## config.mk

```make
export PLATFORM = sky130hd
export DESIGN_NAME = dual_ram_march_bist
export DESIGN_NICKNAME = d
export VERILOG_FILES = /design/src/rtl/dual_ram_march_bist.sv
export SDC_FILE = /design/constraint.sdc
export NUM_CORES = 1
export LEC_CHECK = 0
export ABC_AREA = 1
export ABC_CLOCK_PERIOD_IN_PS = 1700
export CORE_ASPECT_RATIO = 0.9
export CORE_MARGIN = 4
export CORE_UTILIZATION = 48
export DETAILED_ROUTE_END_ITERATION = 7
export MAX_ROUTING_LAYER = met4
export PLACE_DENSITY_LB_ADDON = 0.3
export SLEW_MARGIN = 30
export SYNTH_ARGS = -nofsm -noshare
export SYNTH_HDL_FRONTEND = slang
export SYNTH_SLANG_ARGS = --single-unit
```

## constraint.sdc

```tcl
create_clock -name clk -period 1.7 [get_ports clk]
set_input_delay 0.255 -clock clk [delete_from_list [all_inputs] [get_ports clk]]
set_output_delay 0.255 -clock clk [all_outputs]
set_load 0.01 [all_outputs]
```

## src/rtl/dual_ram_march_bist.sv

```systemverilog
module dual_ram_march_bist #(
  parameter int AW = 4,
  parameter int DW = 8,
  parameter logic [DW-1:0] POLY = 'h1D,
  parameter logic [DW-1:0] EXP_SIG = '0
) (
  input  logic          clk,
  input  logic          rst_n,
  input  logic          start,
  input  logic          sel_a,
  input  logic          sel_b,
  output logic          ram_a_we,
  output logic          ram_a_re,
  input  logic [DW-1:0] ram_a_rdata,
  output logic          ram_b_we,
  output logic          ram_b_re,
  input  logic [DW-1:0] ram_b_rdata,
  output logic [AW-1:0] ram_addr,
  output logic [DW-1:0] ram_wdata,
  output logic          done,
  output logic          fail,
  output logic          sel_err,
  input  logic          shift_en,
  output logic          shift_out
);
  localparam logic [AW-1:0] LAST = {AW{1'b1}};

  typedef enum logic [1:0] {IDLE, RUN, DRAIN, CHECK} st_t;
  st_t st;

  logic [2:0]    elem;
  logic          ph, tgt, mis, rd_v, rd_e;
  logic [AW-1:0] addr, rd_a, cap;
  logic [DW-1:0] sig;

  wire two_op = (elem >= 3'd1) && (elem <= 3'd4);
  wire desc   = (elem == 3'd3) || (elem == 3'd4);
  wire is_rd  = (two_op && !ph) || (elem == 3'd5);
  wire rbit   = (elem == 3'd2) || (elem == 3'd4);
  wire wbit   = two_op && ((elem == 3'd1) || (elem == 3'd3));
  wire at_end = desc ? (addr == '0) : (addr == LAST);
  wire run    = (st == RUN);
  wire sel_ok = sel_a ^ sel_b;

  wire [DW-1:0] rdata  = tgt ? ram_b_rdata : ram_a_rdata;
  wire          miss   = rd_v && (rdata != {DW{rd_e}});
  wire [DW-1:0] sig_nx = {sig[DW-2:0], 1'b0} ^ (sig[DW-1] ? POLY : '0) ^ rdata;

  assign ram_a_we  = run && !is_rd && !tgt;
  assign ram_b_we  = run && !is_rd &&  tgt;
  assign ram_a_re  = run &&  is_rd && !tgt;
  assign ram_b_re  = run &&  is_rd &&  tgt;
  assign ram_addr  = addr;
  assign ram_wdata = {DW{wbit}};
  assign shift_out = cap[AW-1];

  always_ff @(posedge clk or negedge rst_n) begin
    if (!rst_n) begin
      st <= IDLE; elem <= '0; ph <= 1'b0; addr <= '0; tgt <= 1'b0;
      sig <= '0; mis <= 1'b0; cap <= '0; rd_v <= 1'b0; rd_a <= '0;
      rd_e <= 1'b0; done <= 1'b0; fail <= 1'b0; sel_err <= 1'b0;
    end else begin
      rd_v <= run && is_rd;
      rd_a <= addr;
      rd_e <= rbit;
      if (rd_v) begin
        sig <= sig_nx;
        if (miss && !mis) begin
          mis <= 1'b1;
          cap <= rd_a;
        end
      end
      case (st)
        IDLE: begin
          if (start && sel_ok) begin
            st <= RUN; tgt <= sel_b; elem <= '0; ph <= 1'b0; addr <= '0;
            sig <= '0; mis <= 1'b0; cap <= '0;
            done <= 1'b0; fail <= 1'b0; sel_err <= 1'b0;
          end else begin
            if (start) sel_err <= 1'b1;
            if (shift_en) cap <= {cap[AW-2:0], 1'b0};
          end
        end
        RUN: begin
          if (two_op && !ph) begin
            ph <= 1'b1;
          end else begin
            ph <= 1'b0;
            if (at_end) begin
              if (elem == 3'd5) begin
                st <= DRAIN;
              end else begin
                elem <= elem + 3'd1;
                addr <= ((elem == 3'd2) || (elem == 3'd3)) ? LAST : '0;
              end
            end else begin
              addr <= desc ? addr - 1'b1 : addr + 1'b1;
            end
          end
        end
        DRAIN: st <= CHECK;
        default: begin
          done <= 1'b1;
          fail <= mis || (sig != EXP_SIG);
          st   <= IDLE;
        end
      endcase
    end
  end
endmodule


```

==> qor.yml, run 1 <==
skew_ps: 15.53
power.density_nw_per_um2: 1545
antenna_found_initial: 0
p_seq_frac: 0.251
r2r_start: "elem[0]"
n_fill_cell: 345
ioPinCount: 42
worst_pin_slew_ps: 419.1
syn_area_per_cell_sq_um: 7.229
cts.path.max_buffers: 2
crit_top_cell: "buf_4"
first_iter_violations: 125
synthTopCellsByArea: "dfrtp_1 35%, nand2_1 16%, inv_1 7.9%"
hp-class: "input port to async pin"
power_leakage_uw: 0.001754
drv_cap: 0
slowest_stage: "dfrtp_1"
yosys_warnings: 0
cts_tree: "yes"
fin_ws_ps: -199.6
cts_sinks: 33
avgViaCountPerCell: 4.938
ys_types: 36
first_pass_iters: 4
fin_crit_ps: 1900
hold_viol_final: 0
p_sw_uw: 2249
syn-num-nets: 358
die_w_um: 81.64
fp-row-count: 23
grt_pass1_vias: 2213
core_sq_um: 4576
required_ps: 1440
setup_violations: 11
die_h_um: 74.27
drc_errors: 0
status: "complete, but fails checks"
fin_tns_setup_ps: -1348
arrival_ps: 1640
critPathBufInv: 5
synthArstFlopShare: 1.000
num_antenna_cells: 0
setup.worst_path.start: "elem[1]"
antenna_left: 0
violations: "setup timing"
cp_top_family: "buffers and inverters"
drv_slew: 0
crit_type: "flop to output port"
crit_chain: "inv_2, buf_4, buf_4, nand3_2, nand3_2, nand2_1, buf_4, nor2_1, buf_2"
crit_fanout: 3
dpl_worst_slack_ps: -190.7
end_kind: "output port"
clock_latency_ps: 300
crit_cells: 9
regToRegSetupSlack_ps: -170
cts_hold_buffers: 0
synth_top_cell_by_area: "dfrtp_1"
netlist_area_sq_um: 2342
r2r_end: "ram_addr[3]"
slew_headroom: 0.7206
setup.worst_path.start_class: "flop"
finalCritPeriodShare: 1.117
crit_end: "ram_a_we"
intPower_uw: 2972
h-tree-depth: 2
r2r_cells: 11
swShare: 0.4307
pwr-share-clk: 0.151
synth_seq_cells: 33
cts_made_buffers: 5
gp_congestion: 0.9084
grt_pass1_wl_um: 9342
root_buffer: "clkbuf_8"
dieArea_sq_um: 6063
holdWs_ps: 368.8
routed_wl_um: 6437
grt_max_degree: 34
yosysTopAreaCellShare: 0.3526
ys.flop_type: "dfrtp_1"
vias: 2326
area_growth_pct: 44.28
peakVddDrop_uv: 837.2
clk_pin_slew_worst_paths_ps: 80
grt_usage: 0.2057
dpl.hpwl_um: 4233
start_util: 0.5119
wl_per_cell_um: 13.67
nets: 442
grt_overflow: 0
max_freq_mhz: 526.4
ys_seq_area_frac: 0.3526
port_buffers: 41
netlist_instances: 324
cpPeakStageDelay_ps: 410
drive_gt1_frac: 0.3276
rsz0062_at_grt: "true"
synth-edff-count: 0
combPwrFrac: 0.598
registers in the layout, summed over array words and instances (netlist names):
signal and flops:
cap 4, st 2, ph 1, fail 1, mis 1, sig 8, ram_addr 4, elem 3
rd_e 1, tgt 1, done 1, sel_err 1, rd_a 4, rd_v 1
routing by layer:
layer  part of all wire  vias to the layer above  GRT usage
li1                   -                     1160          -
met3              0.033                       18    0.04722
met4              0.023                        0    0.07749
met5                  0                        -          -
met2               0.55                       52     0.3671
met1               0.40                     1096     0.2225
placed cells by master, fill, tap and decap left out, types with 2 or more instances in the layout:
cell             count
clkbuf_2             8
dfrtp_1             30
buf_6                5
nand4_4              2
o211ai_1             6
clkbuf_8             6
nor2_2               9
nand3_2              2
dfrtp_2              3
inv_1               44
inv_2                8
or2_2                3
nand2_4              5
nand3b_1             3
o21ai_2              4
clkdlybuf4s50_1     29
ha_4                 4
nand3_1             18
o21ai_0              6
ha_1                 6
buf_2                4
nand2_2              8
buf_4               46
a21oi_2              3
xor2_1               5
a21oi_1              2
nor2_1              19
nand2_1             96
o21ai_1              4
xnor2_1              2
nor2_4               2
cell families (layout without fill, tap and decap cells):
| family | Yosys count | count (layout) | share of synthesized area |
|---|---|---|---|
| buf+inv | 69 | 154 | 0.1335 |
| simple gates | 173 | 173 | 0.3381 |
| flops | 33 | 33 | 0.3526 |
| compound gates | 30 | 30 | 0.08226 |
| xor+xnor | 7 | 7 | 0.02618 |
| fa+ha+maj | 12 | 12 | 0.06731 |
power groups by stage:
stage | logic (uW) | clock network, uW | registers (uW)
5_1_grt | 3420 | 828 | 1350
2_1_floorplan | 1690 | 0 | 1270
3_5_place_dp | 2630 | 0 | 1310
3_3_place_gp | 2540 | 0 | 1300
6_report | 3120 | 787 | 1310
4_1_cts | 2730 | 784 | 1300
metrics by stage:
stage | instance area [sq um] | total power [uW] | instances | utilization
finish | 3379 | 5221 | 471 | 0.7386
global route | 3379 | 5602 | 471 | 0.7386
CTS | 3208 | 4811 | 460 | 0.7011
detailed placement | 3000 | 3939 | 447 | 0.6557
global placement | 3000 | 3840 | 447 | 0.6557
floorplan | 2355 | 2968 | 324 | -
synth_stat cells, types with 5 or more instances:
master,number
nand2_2,5
o21ai_0,7
nand2_1,102
inv_1,49
nand3_1,20
ha_1,11
o211ai_1,6
buf_4,9
dfrtp_1,33
xor2_1,5
o21ai_1,6
nor2_1,27
a21oi_1,5
area by class of cell:
type / count / area (sq um) / area share
clock buffers: 6 / 82.58 / 0.02444
clock inverters: 2 / 37.54 / 0.01111
inverters: 54 / 210.2 / 0.06220
multi-input cells: 222 / 1390 / 0.4113
flip-flops and latches: 33 / 829.5 / 0.2455
well taps: 62 / 77.57 / 0.02295
repair buffers: 92 / 752.0 / 0.2225
how the worst min path moves through the flow:
stage,from,end,cells past startpoint
finish,rst_n,sig[4],2
global route,rst_n,st[1],2
CTS,rst_n,sig[5],2
detailed placement,ram_addr[0],rd_a[0],0
global placement,ram_addr[0],rd_a[0],0
floorplan,rst_n,cap[0],0
what timing repair did:
action | CTS | global route
pin swaps | 10 | 20
gates resized for setup | 42 | 50
buffers inserted | 5 | 11
setup endpoints to repair | 23 | 27
No activity file was read; power rests on OpenSTA's default activity.
==> run 2: changes to the inputs <==
--- a/config.mk
+++ b/config.mk
@@ -7,6 +7,7 @@
 export LEC_CHECK = 0
 export ABC_AREA = 1
 export ABC_CLOCK_PERIOD_IN_PS = 1700
+export CAP_MARGIN = 20
 export CORE_ASPECT_RATIO = 0.9
 export CORE_MARGIN = 4
 export CORE_UTILIZATION = 48
==> results of run 2 <==
Final layout, timing and power as in run 1 (identical DEF).
